**src/rtl/egts_pkg.sv**
```systemverilog
package egts_pkg;

    // Word select on the read interface.
    typedef enum logic {
        WSEL_FLAG = 1'b0,
        WSEL_HIGH = 1'b1
    } word_sel_e;

    // Per-port stored state. The stamp is kept at full 32-bit width and
    // only its low 24 bits are used in the compact layout.
    typedef struct packed {
        logic        fresh;
        logic [31:0] stamp;
    } slot_state_t;

    localparam slot_state_t SLOT_IDLE = '{fresh: 1'b0, stamp: 32'h0};

    // Build the packed read word for one port and one word select.
    function automatic logic [31:0] pack_word(input bit long_fmt,
                                              input logic wsel,
                                              input slot_state_t s);
        logic [31:0] w;
        if (long_fmt) begin
            w = (wsel == WSEL_HIGH) ? s.stamp : {31'h0, s.fresh};
        end else begin
            w = (wsel == WSEL_HIGH) ? 32'h0 : {s.stamp[23:0], 7'h0, s.fresh};
        end
        return w;
    endfunction

    // The word whose read consumes the fresh flag.
    function automatic logic consuming_word(input bit long_fmt);
        return long_fmt ? WSEL_HIGH : WSEL_FLAG;
    endfunction

endpackage

```
**src/rtl/egts_slot.sv**
```systemverilog
module egts_slot
    import egts_pkg::*;
#(
    parameter int TS_W = 32
) (
    input  logic            clk,
    input  logic            rst,
    input  logic            capture,
    input  logic [TS_W-1:0] stamp_in,
    input  logic            consume,
    output slot_state_t     state
);

    slot_state_t st_q;

    always_ff @(posedge clk) begin
        if (rst) begin
            st_q <= SLOT_IDLE;
        end else if (capture) begin
            // A capture wins over a consuming read in the same cycle.
            st_q.fresh <= 1'b1;
            st_q.stamp <= 32'(stamp_in);
        end else if (consume) begin
            st_q.fresh <= 1'b0;
        end
    end

    assign state = st_q;

endmodule

```
**src/rtl/egts_read_port.sv**
```systemverilog
module egts_read_port
    import egts_pkg::*;
#(
    parameter int NUM_PORTS   = 4,
    parameter bit LONG_LAYOUT = 1'b1,
    parameter int PORT_W      = 2
) (
    input  logic                        clk,
    input  logic                        rst,
    input  logic                        rd_req,
    input  logic [PORT_W-1:0]           rd_port,
    input  logic                        rd_word,
    input  slot_state_t [NUM_PORTS-1:0] slots,
    output logic [NUM_PORTS-1:0]        consume,
    output logic                        rd_valid,
    output logic [31:0]                 rd_data
);

    localparam logic CLR_WORD = consuming_word(LONG_LAYOUT);

    slot_state_t sel_state;
    logic        sel_hit;
    logic [31:0] next_word;

    always_comb begin
        sel_state = SLOT_IDLE;
        sel_hit   = 1'b0;
        consume   = '0;
        for (int i = 0; i < NUM_PORTS; i++) begin
            if (rd_port == PORT_W'(i)) begin
                sel_state  = slots[i];
                sel_hit    = 1'b1;
                consume[i] = rd_req && (rd_word == CLR_WORD);
            end
        end
        next_word = sel_hit ? pack_word(LONG_LAYOUT, rd_word, sel_state) : 32'h0;
    end

    always_ff @(posedge clk) begin
        if (rst) begin
            rd_valid <= 1'b0;
            rd_data  <= 32'h0;
        end else begin
            rd_valid <= rd_req;
            rd_data  <= rd_req ? next_word : 32'h0;
        end
    end

endmodule

```
**src/rtl/egts_capture.sv**
```systemverilog
module egts_capture
    import egts_pkg::*;
#(
    parameter int  NUM_PORTS   = 4,
    parameter bit  LONG_LAYOUT = 1'b1,
    localparam int TS_W        = LONG_LAYOUT ? 32 : 24,
    localparam int PORT_W      = (NUM_PORTS > 1) ? $clog2(NUM_PORTS) : 1
) (
    input  logic                 clk,
    input  logic                 rst,
    input  logic [TS_W-1:0]      cyc_cnt,
    input  logic [NUM_PORTS-1:0] egress_evt,
    input  logic                 rd_req,
    input  logic [PORT_W-1:0]    rd_port,
    input  logic                 rd_word,
    output logic                 rd_valid,
    output logic [31:0]          rd_data
);

    slot_state_t [NUM_PORTS-1:0] slots;
    logic        [NUM_PORTS-1:0] consume;
    logic        [NUM_PORTS-1:0] upd_vec;

    for (genvar p = 0; p < NUM_PORTS; p++) begin : g_slot
        egts_slot #(.TS_W(TS_W)) slot_i (
            .clk      (clk),
            .rst      (rst),
            .capture  (egress_evt[p]),
            .stamp_in (cyc_cnt),
            .consume  (consume[p]),
            .state    (slots[p])
        );
        assign upd_vec[p] = slots[p].fresh;
    end

    egts_read_port #(
        .NUM_PORTS   (NUM_PORTS),
        .LONG_LAYOUT (LONG_LAYOUT),
        .PORT_W      (PORT_W)
    ) rdp_i (
        .clk      (clk),
        .rst      (rst),
        .rd_req   (rd_req),
        .rd_port  (rd_port),
        .rd_word  (rd_word),
        .slots    (slots),
        .consume  (consume),
        .rd_valid (rd_valid),
        .rd_data  (rd_data)
    );

endmodule

```
**config.mk**
```make
export PLATFORM = sky130hd
export DESIGN_NAME = egts_capture
export DESIGN_NICKNAME = d
export VERILOG_FILES = /design/src/rtl/egts_pkg.sv /design/src/rtl/egts_slot.sv /design/src/rtl/egts_read_port.sv /design/src/rtl/egts_capture.sv
export SDC_FILE = /design/constraint.sdc
export NUM_CORES = 1
export LEC_CHECK = 0
export BUFFER_PORTS_ARGS = -buffer_cell sky130_fd_sc_hd__buf_2
export CAP_MARGIN = 10
export CELL_PAD_IN_SITES_DETAIL_PLACEMENT = 0
export CELL_PAD_IN_SITES_GLOBAL_PLACEMENT = 2
export CORE_MARGIN = 10
export CORE_UTILIZATION = 35
export DETAILED_ROUTE_END_ITERATION = 8
export PLACE_DENSITY_LB_ADDON = 0.1
export SYNTH_ARGS = -nofsm -noshare
export SYNTH_HDL_FRONTEND = slang
export SYNTH_HIERARCHICAL = 1
export SYNTH_SLANG_ARGS = --single-unit
```
**constraint.sdc**
```tcl
create_clock -name clk -period 1.2 [get_ports clk]
set_input_delay 0.12 -clock clk [delete_from_list [all_inputs] [get_ports clk]]
set_output_delay 0.12 -clock clk [all_outputs]
set_load 0.03 [all_outputs]
```
==> results of run 1 <==
[per-stage QoR]
stage                     setup slack, ns  setup TNS (ns)
final                              0.0805               0
after global routing               0.0408               0
after CTS                          0.0627               0
after detailed placement           -0.228           -5.67
after global placement             -0.219           -5.46
after floorplan                   0.00945               0
[metal layers]
metal	vias up	routed length (um)
met2	60	7490
met4	0	221
met1	2098	7600
met5	-	0
met3	15	574
li1	2126	-
[where the power goes]
group | total, mW | switching, mW | internal [mW]
sequential | 5.90 | 0.136 | 5.76
combinational | 1.30 | 0.649 | 0.654
clock | 5.21 | 2.29 | 2.92
total | 12.4 | 3.07 | 9.34
[flip-flops by register name (all words and copies together), names as in the netlist]
signal,count
g_slot.slot_i/state,132
rdp_i/rd_data,32
rdp_i/rd_valid,1
[logic make-up after synthesis]
family	synth area share, %
AOI/OAI and AO/OA	0.436
buffers and inverters	7.20
muxes	30.7
and+or+nand+nor	11.6
DFF	50.0
[path summary, 6_finish.rpt]
check             depth (start not counted)                        from                         end
hold reg to reg                           2  g_slot[2].slot_i/state[32]  g_slot[2].slot_i/state[32]
hold / removal                            3                 cyc_cnt[27]  g_slot[0].slot_i/state[27]
setup / recovery                          2   g_slot[1].slot_i/state[6]            rdp_i/rd_data[6]
setup reg to reg                          2   g_slot[1].slot_i/state[6]            rdp_i/rd_data[6]
[critical path, cell delays in order (launching register included)]
cell and delay [ns]:
dfxtp_1 0.31, mux4_1 0.51, and3_1 0.20
[layout make-up]
class,count,share of cell area [%]
multi-input cells,339,35.6
repair buffers,125,12.1
well taps,234,3.66
clock buffers,18,5.50
inverters,4,0.188
flip-flops and latches,165,41.4
clock inverters,14,1.63
[cells in the final DEF (no fill, tap or decap), drive strengths merged]
| cell type | Yosys | layout |
|---|---|---|
| mux4 | 32 | 32 |
| nand2 | 1 | 1 |
| clkinvlp | 0 | 5 |
| bufinv | 0 | 1 |
| dlygate4sd3 | 0 | 29 |
| nor4b | 1 | 1 |
| clkbuf | 15 | 18 |
| and3 | 31 | 31 |
| mux2 | 1 | 1 |
| buf | 32 | 96 |
| nor3b | 3 | 3 |
| nor2 | 128 | 128 |
| a21oi | 4 | 4 |
| nand2b | 4 | 4 |
| inv | 4 | 6 |
| clkinv | 0 | 6 |
| nor3 | 1 | 1 |
| nor2b | 3 | 3 |
| and4 | 1 | 1 |
| a2111oi | 1 | 1 |
| mux2i | 128 | 128 |
| dfxtp | 165 | 165 |
[what timing repair did]
item                                    CTS  global route
gates resized for setup                   6             0
hold endpoints to repair                102             0
endpoints found under the setup margin    1             0
hold buffers                             29             0
==> flow_summary_export.csv, run 1 <==
group,metric,value,unit
die,fp.dieH,157,um
sta,period_share,93.3,%
cells_and_area,fin_area,7990,um2
cells_and_area,instances_no_fill,899,
min_path,hold_class,"input port to flip-flop",
sta,maxSlewHeadroom,75.0,%
sta,worst_hold_slack,0.0168,ns
setup_path,critical_path.max_fanout,2,
route,detail_route.first_pass.iterations,4,
clock_network,post-cts-setup-buffer-count,0,
route,via_per_inst,4.78,
place,io_buffer_count,74,
yosys,ys.warnings.count,6,
yosys,synth_top_area_cell,"dfxtp_1",
place,place_inst,839,
die,num_rows,50,
yosys,syn_avg_cell_area,11.9,um2
setup_path,r2r_slack,0.08,ns
route,vias,4299,
yosys,synth_enable_flop_cells,0,
setup_path,timing.critical_path.to_type,"flip-flop",
place,gp_routability_congestion,0.702,
grt,number_of_global_route_vias_before_repair,4547,
power_and_ir_drop,power,12.4,mW
yosys,yosys-top-cells-area,"dfxtp_1, mux2i_1, mux4_2",
setup_path,cp.required,1.51,ns
yosys,ys_ff_latch,165,
sta,max_clock_freq,893,MHz
route,drc,0,
grt,global_route_wire_length_before_repair,25200,um
cells_and_area,syn_to_final_growth,21.0,%
grt,gr-usage-all-layers,13.3,%
cells_and_area,drive_gt1_share,24.5,%
setup_path,worstSetupPathType,"flip-flop to flip-flop",
yosys,synth.top_cells.by_count,"dfxtp_1, mux2i_1, nor2_1",
flow_run,max_cap_violations,0,
status,outcome,"finished, final reports clean",
cells_and_area,multiInputGateArea,2840,um2
clock_network,tritoncts_sinks,165,
die,die_area,24800,um2
route,average_wire_length_per_cell_after_detail_routing,17.7,um
yosys,most_common_cell_in_the_synthesized_netlist,"dfxtp_1",
grt,met2_usage,21.4,%
route,postRouteWirelength,15900,um
clock_network,tritoncts,"built",
yosys,synth.net_count,597,
grt,globalRouteMet3Util,3.30,%
die,initial_utilization,35.4,%
clock_network,numCtsBuffers,17,
yosys,part_of_the_yosys_area_used_for_sequential_elements,50.0,%
yosys,synthDominantCellAreaShare,50.0,%
route,antenna_left,0,
power_and_ir_drop,leakage,3.72,nW
grt,globalRoute.totalOverflow,0,
sta,final.min_clock_period,1.12,ns
yosys,ys_dominant_reg_cell,"dfxtp_1",
grt,grt_antenna_before_repair,0,
cells_and_area,num-nets-final,694,
sta,unrepaired_setup_endpoints_after_global_routing,"no",
sta,setup_viol,0,
sta,final_max_slew_viol_count,0,
cells_and_area,final_util,42.9,%
clock_network,worst_skew_pair_later_pin_latency,0.42,ns
yosys,mapped_area,6600,um2
clock_network,clk_path_buf_depth,2,
sta,fin_worst_skew,0.00873,ns
yosys,netlist_instances,555,
grt,grt.busiest_layer,"met2",
power_and_ir_drop,powerDensity,1550,nW/um2
place,placement.cell_area,7130,um2
route,drtIter0Drc,220,
cells_and_area,number_of_fillers_in_the_final_layout,1761,
die,design.portCount,75,
die,die_w,157,um
yosys,synth_cell_type_count,22,
grt,use_met1,17.0,%
cells_and_area,insertedDiodeCount,0,
sta,report.final.hold_viol_count,0,
place,dp_hpwl,9880,um
sta,transition_time_of_the_tightest_slew_check_pin,0.375,ns
yosys,postSynth.asyncResetShare,0,%
cells_and_area,regArea,3300,um2
clock_network,cts_max_level,4,
setup_path,timing.critical_path.from_type,"flip-flop",
die,floorplan.core_area,18600,um2
power_and_ir_drop,ir_drop,967,uV
clock_network,clk_transition_reported_paths,0.06,ns
grt,pin_count_of_the_biggest_net_entering_global_routing,53,
setup_path,timing.critical_path.arrival,1.43,ns
clock_network,clock_tree.root_cell,"clkbuf_16",
Power figures use the tool's default switching activity.
==> run 2: changes to the inputs <==
--- a/config.mk
+++ b/config.mk
@@ -15,5 +15,4 @@
 export PLACE_DENSITY_LB_ADDON = 0.1
 export SYNTH_ARGS = -nofsm -noshare
 export SYNTH_HDL_FRONTEND = slang
-export SYNTH_HIERARCHICAL = 1
 export SYNTH_SLANG_ARGS = --single-unit
==> run 2 against run 1 <==
  * Non-clock buffer count unchanged
  * Maximum frequency decreased by 0.54%
  * Utilization increased by 1.7 points
  * Area after synthesis decreased by 2.5%
  * Clock power increased by 8.1%
  * Sequential power about the same
  * Global-route usage decreased by 0.74 points
  * Worst hold slack got worse by 0.0067 ns
  * Synthesized cell count decreased by 1.3%
  * Critical path type is now input port to flip-flop
  * Largest power group unchanged
==> flow_summary_export.csv, run 2 <==
group,metric,value,unit
flow_run,max_cap_violations,0,
status,outcome,"finished, final reports clean",
die,floorplan.core_area,18000,um2
power_and_ir_drop,sw_share,22.1,%
grt,pin_count_of_the_biggest_net_entering_global_routing,116,
yosys,synth.top_cells.by_count,"dfxtp_1, nor2_1, mux2i_1",
setup_path,r2r_slack,0.09,ns
yosys,part_of_the_yosys_area_used_for_sequential_elements,51.3,%
clock_network,tritoncts,"built",
setup_path,ff2ff_path_depth,3,
setup_path,cp.required,1.54,ns
setup_path,worstSetupPathType,"input port to flip-flop",
power_and_ir_drop,seqPwrFrac,46.0,%
route,vias,4175,
setup_path,r2r-start,"g_slot[1].slot_i.state[0]",
sta,report.final.hold_viol_count,0,
power_and_ir_drop,leakage,3.58,nW
die,num_rows,49,
clock_network,clk_path_buf_depth,2,
power_and_ir_drop,pwr-share-comb,10.1,%
clock_network,clk_transition_reported_paths,0.06,ns
clock_network,clock_tree.root_cell,"clkbuf_16",
clock_network,cts_max_level,4,
setup_path,critical_path.max_fanout,9,
die,fp.dieH,156,um
place,placement.cell_area,7120,um2
yosys,syn_avg_cell_area,11.7,um2
yosys,synth_cell_type_count,25,
clock_network,worst_skew_pair_later_pin_latency,0.42,ns
yosys,yosys-top-cells-area,"dfxtp_1, mux2i_1, mux4_2",
die,die_area,24200,um2
grt,gr-usage-all-layers,12.6,%
sta,max_clock_freq,888,MHz
yosys,mapped_area,6440,um2
sta,setup_tns,0,ns
place,pre_cts_slack,-0.0869,ns
power_and_ir_drop,internal_portion_of_total_power,9.98,mW
clock_network,hold_buffers,30,
cells_and_area,largest_register_ff_count,132,
yosys,ys.warnings.count,0,
route,average_wire_length_per_cell_after_detail_routing,16.5,um
sta,setup_viol,0,
power_and_ir_drop,ir_drop,928,uV
min_path,hold_end,"g_slot[2].slot_i.state[20]",
yosys,synth_enable_flop_cells,0,
cells_and_area,fin_area,8040,um2
grt,grt_antenna_before_repair,0,
grt,number_of_global_route_vias_before_repair,4421,
power_and_ir_drop,powerDensity,1590,nW/um2
route,drtIter0Drc,188,
place,io_buffer_count,74,
yosys,synth_top_area_cell,"dfxtp_1",
sta,final.min_clock_period,1.13,ns
cells_and_area,insertedDiodeCount,0,
sta,final_critical_path_setup_slack,0.0744,ns
sta,period_share,93.8,%
route,antenna_left,0,
sta,maxSlewHeadroom,65.7,%
cells_and_area,syn_to_final_growth,24.9,%
clock_network,cts_resized,0,
min_path,hold_class,"input port to flip-flop",
route,postRouteWirelength,14700,um
setup_path,timing.critical_path.arrival,1.47,ns
clock_network,numCtsBuffers,17,
sta,final_max_slew_viol_count,0,
sta,unrepaired_setup_endpoints_after_global_routing,"no",
place,gp_routability_congestion,0.681,
yosys,ys_dominant_reg_cell,"dfxtp_1",
setup_path,timing.critical_path.to_type,"flip-flop",
sta,fin_worst_skew,0.00821,ns
yosys,synth.net_count,590,
die,design.portCount,75,
power_and_ir_drop,clockPowerShare,43.9,%
cells_and_area,drive_gt1_share,24.2,%
cells_and_area,final_common_cell,"dfxtp_1",
yosys,synthDominantCellAreaShare,51.3,%
clock_network,post-cts-setup-buffer-count,0,
min_path,worst_hold_startpoint,"cyc_cnt[20]",
die,initial_utilization,35.7,%
route,via_per_inst,4.69,
yosys,netlist_instances,548,
grt,globalRoute.totalOverflow,0,
yosys,postSynth.asyncResetShare,0,%
route,drc,0,
place,dp_hpwl,9210,um
cells_and_area,num-nets-final,692,
setup_path,rr_endpoint,"rdp_i.rd_data[0]",
die,die_w,156,um
clock_network,tritoncts_sinks,165,
yosys,most_common_cell_in_the_synthesized_netlist,"dfxtp_1",
power_and_ir_drop,power_dissipated_by_switching_net_loads,2.84,mW
cells_and_area,most_frequent_cells_in_the_layout,"dfxtp_1, nor2_1, mux2i_1",
min_path,hold_path_depth,3,
sta,transition_time_of_the_tightest_slew_check_pin,0.515,ns
yosys,ys_ff_latch,165,
power_and_ir_drop,power,12.8,mW
setup_path,timing.critical_path.from_type,"input port",
grt,global_route_wire_length_before_repair,24000,um
route,detail_route.first_pass.iterations,4,
## run 2: cell count changes in the layout (fill, tap and decap cells not counted), moves of 2 or more
cell,previous run,this run
and3_1,31,0
nor2b_1,1,26
nor2b_4,1,7
clkbuf_8,1,5
nand2b_1,4,0
nor2_1,128,132
clkinv_4,4,1
clkinvlp_4,5,2
bufinv_16,1,3
clkbuf_1,0,2
inv_1,4,2
inv_6,2,0
nand4b_1,0,2
nor3b_1,3,1
## run 2: logic make-up (layout without fill, tap and decap cells)
family | count (synthesis) | after routing | share of synthesized area (%)
AO/OA/AOI/OAI | 7 | 7 | 0.680
buffers and inverters | 44 | 158 | 4.18
AND/OR/NAND/NOR | 172 | 172 | 12.6
flip-flops | 165 | 165 | 51.3
multiplexers | 160 | 160 | 31.3
## run 2: how the worst max path moves through the flow
stage / startpoint / slack [ns] / cells past startpoint / endpoint
after detailed placement: rd_port[1] / -0.09 / 4 / rdp_i.rd_data[6]
after global routing: rst / 0.02 / 5 / rdp_i.rd_data[26]
final: rst / 0.07 / 5 / rdp_i.rd_data[26]
after CTS: g_slot[1].slot_i.state[0] / 0.07 / 3 / rdp_i.rd_data[0]
after floorplan: rd_port[1] / 0.18 / 3 / rdp_i.rd_data[14]
after global placement: rd_port[1] / -0.08 / 4 / rdp_i.rd_data[5]
## run 2: power by group through the flow
stage	Combinational, mW	Sequential [mW]	Clock, mW
after global placement	1.21	6.01	0
final	1.29	5.90	5.63
after detailed placement	1.24	6.01	0
after floorplan	0.835	6.02	0
after CTS	1.32	5.90	5.82
after global routing	1.41	5.93	6.03
## run 2: area by class of cell
class                      count  area [um2]
clock buffer                  24         502
clock inverter                 7         119
fill                        1701        9990
inverter                       2        7.51
multi-input combinational    339        2870
sequential                   165        3300
tap                          229         287
timing repair buffer         125         956
## run 2: per-stage QoR
step                      hold slack, ns  utilization [%]  instances
after floorplan                    0.267                -        548
after global placement             0.355             39.5        830
after detailed placement           0.355             39.5        830
after CTS                        0.00457             44.6        891
after global routing              0.0144             44.6        891
final                             0.0101             44.6        891
## run 2: worst max-delay path, stage by stage
cell and delay, ns:
dlygate4sd3_1 0.54, buf_4 0.16, nand3b_1 0.24, buf_4 0.25, nor2b_1 0.15
## run 2: routing by layer
metal / global-route usage, % / routed length [um] / vias up
met4: 4.10 / 128 / 0
li1: - / - / 2084
met3: 3.61 / 605 / 11
met1: 15.0 / 6550 / 2023
met2: 21.3 / 7390 / 57
met5: 0 / 0 / -
